===== src/rtl/burst_seq_pkg.sv =====
// Package: shared types for the burst address sequencer.
// Assumes: nothing beyond IEEE 1800-2017.
package burst_seq_pkg;
    typedef enum logic {
        ORDER_LINEAR      = 1'b0,
        ORDER_INTERLEAVED = 1'b1
    } order_e;
endpackage


===== src/rtl/bseq_base_reg.sv =====
// Module: holds the captured burst base address and the loaded flag.
// Assumes: rst_n is synchronous and active low; clk_en_n gates every update.
module bseq_base_reg #(
    parameter int ADDR_W = 20
) (
    input  logic              clk,
    input  logic              rst_n,
    input  logic              clk_en_n,
    input  logic              adv_ld,
    input  logic [ADDR_W-1:0] addr_in,
    output logic [ADDR_W-1:0] base_q,
    output logic              loaded_q
);
    // Capture a new base on an enabled load edge; otherwise hold.
    always_ff @(posedge clk) begin
        if (!rst_n) begin
            base_q   <= '0;
            loaded_q <= 1'b0;
        end else if (!clk_en_n && !adv_ld) begin
            base_q   <= addr_in;
            loaded_q <= 1'b1;
        end
    end
endmodule


===== src/rtl/bseq_step_ctr.sv =====
// Module: beat counter of the burst; it wraps modulo 2^BURST_W.
// Assumes: an advance is meaningful only after a load (loaded = 1).
module bseq_step_ctr #(
    parameter int BURST_W = 2
) (
    input  logic               clk,
    input  logic               rst_n,
    input  logic               clk_en_n,
    input  logic               adv_ld,
    input  logic               loaded,
    output logic [BURST_W-1:0] step_q
);
    localparam logic [BURST_W-1:0] STEP_ONE = BURST_W'(1);

    // Clear on a load; step on an enabled advance once loaded.
    always_ff @(posedge clk) begin
        if (!rst_n) begin
            step_q <= '0;
        end else if (!clk_en_n) begin
            if (!adv_ld)
                step_q <= '0;
            else if (loaded)
                step_q <= step_q + STEP_ONE;
        end
    end
endmodule


===== src/rtl/bseq_order_map.sv =====
// Module: maps base low bits and beat count to the burst address bits.
// Assumes: order may change on any cycle; the mapping is purely combinational.
module bseq_order_map
    import burst_seq_pkg::*;
#(
    parameter int BURST_W = 2
) (
    input  logic [BURST_W-1:0] base_lo,
    input  logic [BURST_W-1:0] step,
    input  order_e             order,
    output logic [BURST_W-1:0] beat_lo
);
    logic [BURST_W-1:0] lin_lo;
    logic [BURST_W-1:0] ilv_lo;

    // Interleaved order: each bit of the base is flipped by the matching beat bit.
    for (genvar b = 0; b < BURST_W; b++) begin : g_ilv
        assign ilv_lo[b] = base_lo[b] ^ step[b];
    end

    // Linear order: wrapping add inside the burst field.
    always_comb begin
        lin_lo = base_lo + step;
    end

    // Choose the order that is currently selected.
    always_comb begin
        beat_lo = (order == ORDER_INTERLEAVED) ? ilv_lo : lin_lo;
    end
endmodule


===== src/rtl/burst_addr_seq.sv =====
// Module: top of the burst address sequencer. It loads a base address,
// then steps the low BURST_W bits in linear or interleaved order.
// Assumes: ADDR_W > BURST_W; the upper bits pass through from the load.
module burst_addr_seq
    import burst_seq_pkg::*;
#(
    parameter int ADDR_W  = 20,
    parameter int BURST_W = 2
) (
    input  logic              clk,
    input  logic              rst_n,
    input  logic              clk_en_n,
    input  logic              adv_ld,
    input  logic              order_sel,
    input  logic [ADDR_W-1:0] addr_in,
    output logic [ADDR_W-1:0] addr_out,
    output logic              addr_valid
);
    localparam int UPPER_W = ADDR_W - BURST_W;

    logic [ADDR_W-1:0]  base_q;
    logic               loaded_q;
    logic [BURST_W-1:0] step_q;
    logic [BURST_W-1:0] beat_lo;
    order_e             order;

    // Turn the raw select pin into the enum type.
    always_comb begin
        order = order_e'(order_sel);
    end

    bseq_base_reg #(.ADDR_W(ADDR_W)) u_base (
        .clk      (clk),
        .rst_n    (rst_n),
        .clk_en_n (clk_en_n),
        .adv_ld   (adv_ld),
        .addr_in  (addr_in),
        .base_q   (base_q),
        .loaded_q (loaded_q)
    );

    bseq_step_ctr #(.BURST_W(BURST_W)) u_step (
        .clk      (clk),
        .rst_n    (rst_n),
        .clk_en_n (clk_en_n),
        .adv_ld   (adv_ld),
        .loaded   (loaded_q),
        .step_q   (step_q)
    );

    bseq_order_map #(.BURST_W(BURST_W)) u_map (
        .base_lo (base_q[BURST_W-1:0]),
        .step    (step_q),
        .order   (order),
        .beat_lo (beat_lo)
    );

    // Put the untouched upper bits together with the mapped burst bits.
    always_comb begin
        addr_out   = {base_q[ADDR_W-1 -: UPPER_W], beat_lo};
        addr_valid = loaded_q;
    end
endmodule


===== config.mk =====
export PLATFORM = sky130hd
export DESIGN_NAME = burst_addr_seq
export DESIGN_NICKNAME = d
export VERILOG_FILES = /design/src/rtl/burst_seq_pkg.sv /design/src/rtl/bseq_base_reg.sv /design/src/rtl/bseq_step_ctr.sv /design/src/rtl/bseq_order_map.sv /design/src/rtl/burst_addr_seq.sv
export SDC_FILE = /design/constraint.sdc
export NUM_CORES = 1
export LEC_CHECK = 0
export ABC_AREA = 1
export BUFFER_PORTS_ARGS = -buffer_cell sky130_fd_sc_hd__buf_2
export CORE_MARGIN = 10
export CORE_UTILIZATION = 49
export DETAILED_ROUTE_END_ITERATION = 10
export HOLD_SLACK_MARGIN = 0.05
export MAX_ROUTING_LAYER = met4
export PLACE_DENSITY_LB_ADDON = 0.15
export SYNTH_ARGS = -nofsm -noshare
export SYNTH_HDL_FRONTEND = slang
export SYNTH_SLANG_ARGS = --single-unit

===== constraint.sdc =====
create_clock -name clk -period 2.31 [get_ports clk]
set_input_delay 0.1155 -clock clk [delete_from_list [all_inputs] [get_ports clk]]
set_output_delay 0.1155 -clock clk [all_outputs]
set_load 0.02 [all_outputs]

Word-level counts from Yosys, hierarchy flattened
Index checks and enable logic that the tools add are counted.
W data, S select, Z words.

operators by class
  add/sub/neg operators = 2
  eq/ne operators = 1
  muxes and demuxes = 3
  bitwise gates (word level) = 3
  reduce and logical (&&, ||, !) cells = 4

operators by type and width
  kind                   count
  $mux W2                3
  $add A2 B1 Y2 const B  1
  $add A2 B2 Y2          1
  $logic_not A1 Y1       2
  $ne A2 B1 Y1 const B   1
  $reduce_and A2 Y1      1
  $xor A1 B1 Y1          2
  $logic_and A1 B1 Y1    1
  $not A1 Y1             1

storage, ports and cells
  register bits = 23
  bits of input ports = 25
  logic and storage cells = 16

Logic depth before layout (Yosys ltp)
  depth after elaboration = 3
  gate-level depth with buffers = 7
  gate-level depth less buffers = 7

Modules after synthesis
A second synthesis with hierarchy kept.

unflattened totals
  cell total of the unflattened synthesis = 162
  area total of the unflattened synthesis = 1056.0 sq um

by module, submodules not included
  module          instances  cells an instance  area an instance (sq um)  seq. area each (sq um)
  bseq_base_reg   1          129                872.1                     420.4
  bseq_step_ctr   1          18                 116.4                     40.0
  bseq_order_map  1          15                 67.6                      0.0

Worst setup path before layout
OpenSTA, ideal clock, no wires.

  path kind = register to output
  from = register u_step.step_q[0]
  to = output port addr_out[1]
  data arrival time = 0.887 ns
  required time = 2.194 ns
  path slack = 1.308 ns
  cell stages (with the launch flop) = 8
  path buffers = 0
  cells stage by stage = dfxtp_1 -> ha_1 -> inv_1 -> nor2_1 -> inv_1 -> nand2_1 -> nand2_1 -> inv_1

on the way
  longest elaborated chain between the ends = 2

ends and longest elaborated chain
  what                    RTL line              text
  from (decl)             bseq_step_ctr.sv:11   output logic [BURST_W-1:0] step_q
  from (signal assigned)  bseq_step_ctr.sv:23   step_q <= step_q + STEP_ONE;
  $add A2 B2 Y2           bseq_order_map.sv:23  lin_lo = base_lo + step;
  $mux W2                 bseq_order_map.sv:28  beat_lo = (order == ORDER_INTERLEAVED) ? ilv_lo : lin_lo;
  to (decl)               burst_addr_seq.sv:16  output logic [ADDR_W-1:0] addr_out,

Every way passes these cells.

Worst setup path after layout
Same ends and word-level chain as after synthesis.

==> flow_summary.ini <==
[grt]
grt_max_degree = 25
grt_pass1_vias = 976
grt_overflow_total = 0
grt_pass1_wl_um = 4260
grt_antenna_before_repair = 0
grt_usage_pct = 12.1

[place]
dpl.hpwl_um = 1700
place_congestion = 0.781
io_buffers = 45

[logic_synthesis]
synth_seq_cells = 23
syn_inst = 138
synth_simple_gate_area_share_pct = 22.7
synth_nets = 164
yosysWarnings = 0
synth_mux_area_share_pct = 0
synth-compound-area-share_pct = 10.8
syn_area_mm2 = 0.00105
synth_top_family_by_area = simple AND/OR/NAND/NOR gates
yosysSeqAreaShare_pct = 44.0
synthXorXnorAreaFrac_pct = 0
synth_fa_ha_area_share_pct = 1.19
synthDistinctLibCells = 18
syn_avg_cell_area_um2 = 7.59

[layout]
final_common_cell = buf_2
syn2layout_area_growth_pct = 28.0
regArea_um2 = 460
fill_cells = 169
final_net_count = 209
drive_above_1_share_pct = 29.1
utilization_pct = 66.9
most-common-layout-cells = 45 x buf_2, 44 x nor2_1, 23 x dfxtp_1
multi_input_comb_area_um2 = 363
antennaDiodeCount = 0

[sta]
fmax_ghz = 0.669
fin_skew_ns = 0.000176
period_needed_ns = 1.49
setup_viol = 0
max_slew_margin_pct = 52.9
hold_violations = 0
worst_slew_pin_slew_ns = 0.706
rsz0062_at_grt = no
fin_crit_sh_pct = 64.7
fin_setup_tns_ns = 0
final_max_slew_viol_count = 0

[clock_tree]
clk_latency_ns = 0.30
cts_tree = done
cts_buffers = 3
cts_buffer_depth = 2
cts_root_buffer = clkbuf_4
clk_pin_slew_worst_paths_ns = 0.12
htreeDepth = 1
clkSinkCount = 23

[drt]
wl_met2_um = 1290
drt_first_pass_iters = 4
avgRoutedWirePerCell_um = 12.0
drt-met1-wl_um = 1050
ant_nets = 0
vias_per_cell = 4.60
top_layer = met4
met3_length_um = 165
wl_um = 2510
drtIter0Drc = 37
drcViolationCount = 0
vias = 961

[worst_setup_path]
worstRegToRegCells = 4
criticalPathCategory = reg2out
critPathMaxStageDelay_ns = 0.40
cp_cell_sequence = ha_1 -> inv_1 -> nor2_1 -> inv_1 -> nand2_1 -> nand2_1 -> inv_1 -> buf_2
cp.arrival_ns = 1.38
critPathRequiredTime_ns = 2.19
r2r_start = u_base.loaded_q$_SDFFE_PN0P_
cp-start-kind = flop
r2r_setup_slack_ns = 1.51
crit_path_end_kind = output port
path_common_cell = inv_1
cpMaxStageDelayCell = dfxtp_1
cp_max_fo = 4
r2r-end = u_step.step_q[0]$_SDFFE_PN0P_

[die]
core_mm2 = 0.00200
io_pins = 46
die_w_um = 66.2
dieArea_mm2 = 0.00439
start_util_pct = 52.3
dieHeight_um = 66.2
fp-row-count = 16

[min_path]
min_path_type = in2reg
holdPathStages = 4
min_to = u_step.step_q[1]$_SDFFE_PN0P_
hp-start = clk_en_n

[power_and_ir_drop]
vdd.ir_drop.worst_v = 0.000387
p_per_area_mw_per_mm2 = 582
p_leak_uw = 0.000697

[flow_run]
cap_violations = 0

[outcome]
status = complete, no violations
-- cell type report --
| class | instances | share of cell area, % |
|---|---|---|
| clock buffer | 3 | 1.68 |
| clock inverter | 1 | 0.373 |
| inverter | 8 | 2.24 |
| multi-input combinational | 82 | 27.1 |
| sequential | 23 | 34.4 |
| tap | 27 | 2.52 |
| timing repair buffer | 65 | 31.7 |
-- cells by family (layout without fill, tap and decap cells) --
group                      Yosys count  count (layout)
AOI/OAI and AO/OA                   22              22
adders and majority gates            1               1
buffers and inverters               33              77
DFF                                 23              23
and+or+nand+nor                     59              59
-- what timing repair did --
action,in CTS,in global routing
endpoints found under the hold margin,20,0
resized for setup,0,0
setup buffers,0,0
hold buffers,20,0
-- how the worst max path moves through the flow --
| stage | from | to | slack, ns | depth (start not counted) |
|---|---|---|---|---|
| 2_1_floorplan | u_step.step_q[0]$_SDFFE_PN0P_ | addr_out[1] | 1.31 | 7 |
| 4_1_cts | u_step.step_q[0]$_SDFFE_PN0P_ | addr_out[1] | 0.80 | 8 |
| 3_3_place_gp | adv_ld | u_base.base_q[11]$_SDFFE_PN0P_ | 1.15 | 4 |
| 3_5_place_dp | adv_ld | u_base.base_q[11]$_SDFFE_PN0P_ | 1.13 | 4 |
| 5_1_grt | u_step.step_q[0]$_SDFFE_PN0P_ | addr_out[1] | 0.72 | 8 |
| 6_report | u_step.step_q[0]$_SDFFE_PN0P_ | addr_out[1] | 0.82 | 8 |
-- Yosys cell counts --
master / instances / area share (%)
nor2_1: 44 / 16
dfxtp_1: 23 / 44
buf_4: 18 / 13
o21ai_0: 10 / 4.8
o21ai_1: 10 / 4.8
nand2_1: 9 / 3.2
inv_1: 6 / 2.2
buf_6: 4 / 4.3
nand3_1: 3 / 1.4
buf_2: 2 / 0.96
inv_2: 2 / 0.72
a21boi_1: 1 / 0.72
a21oi_1: 1 / 0.48
clkbuf_1: 1 / 0.36
ha_1: 1 / 1.2
nand2_4: 1 / 1.1
nand4_1: 1 / 0.60
nor2_2: 1 / 0.60
-- stage by stage --
| stage | power, uW | hold slack (ns) | setup WS (ns) | std cells | area (um2) |
|---|---|---|---|---|---|
| 2_1_floorplan | 560 | 0.250 | 1.31 | 138 | 1050 |
| 3_5_place_dp | 582 | 0.345 | 1.13 | 185 | 1110 |
| 6_report | 779 | 0.122 | 0.816 | 209 | 1340 |
| 4_1_cts | 786 | 0.115 | 0.801 | 209 | 1340 |
| 5_1_grt | 826 | 0.139 | 0.719 | 209 | 1340 |
| 3_3_place_gp | 578 | 0.337 | 1.15 | 185 | 1110 |
-- metal layers --
| metal | track usage, % | up-vias |
|---|---|---|
| met4 | 3.14 | 0 |
| li1 | - | 501 |
| met3 | 3.56 | 2 |
| met5 | - | - |
| met1 | 12.0 | 427 |
| met2 | 22.5 | 31 |
-- power by group --
| part | internal [uW] | switching, uW |
|---|---|---|
| logic | 71.8 | 90.2 |
| clock network | 64.5 | 117 |
| registers | 422 | 13.4 |
-- registers in the layout, summed over array words and instances, names as in the netlist --
signal,cells
u_base.base_q,20
u_base.loaded_q,1
u_step.step_q,2
-- critical path: cells and delay by family, from the launching register on --
| kind | cells | cell delay, ns |
|---|---|---|
| adder cells (fa/ha/maj) | 1 | 0.17 |
| buffers and inverters | 4 | 0.29 |
| AND/OR/NAND/NOR | 3 | 0.22 |
| flip-flops | 1 | 0.40 |
No activity file was read; power rests on OpenSTA's default activity.
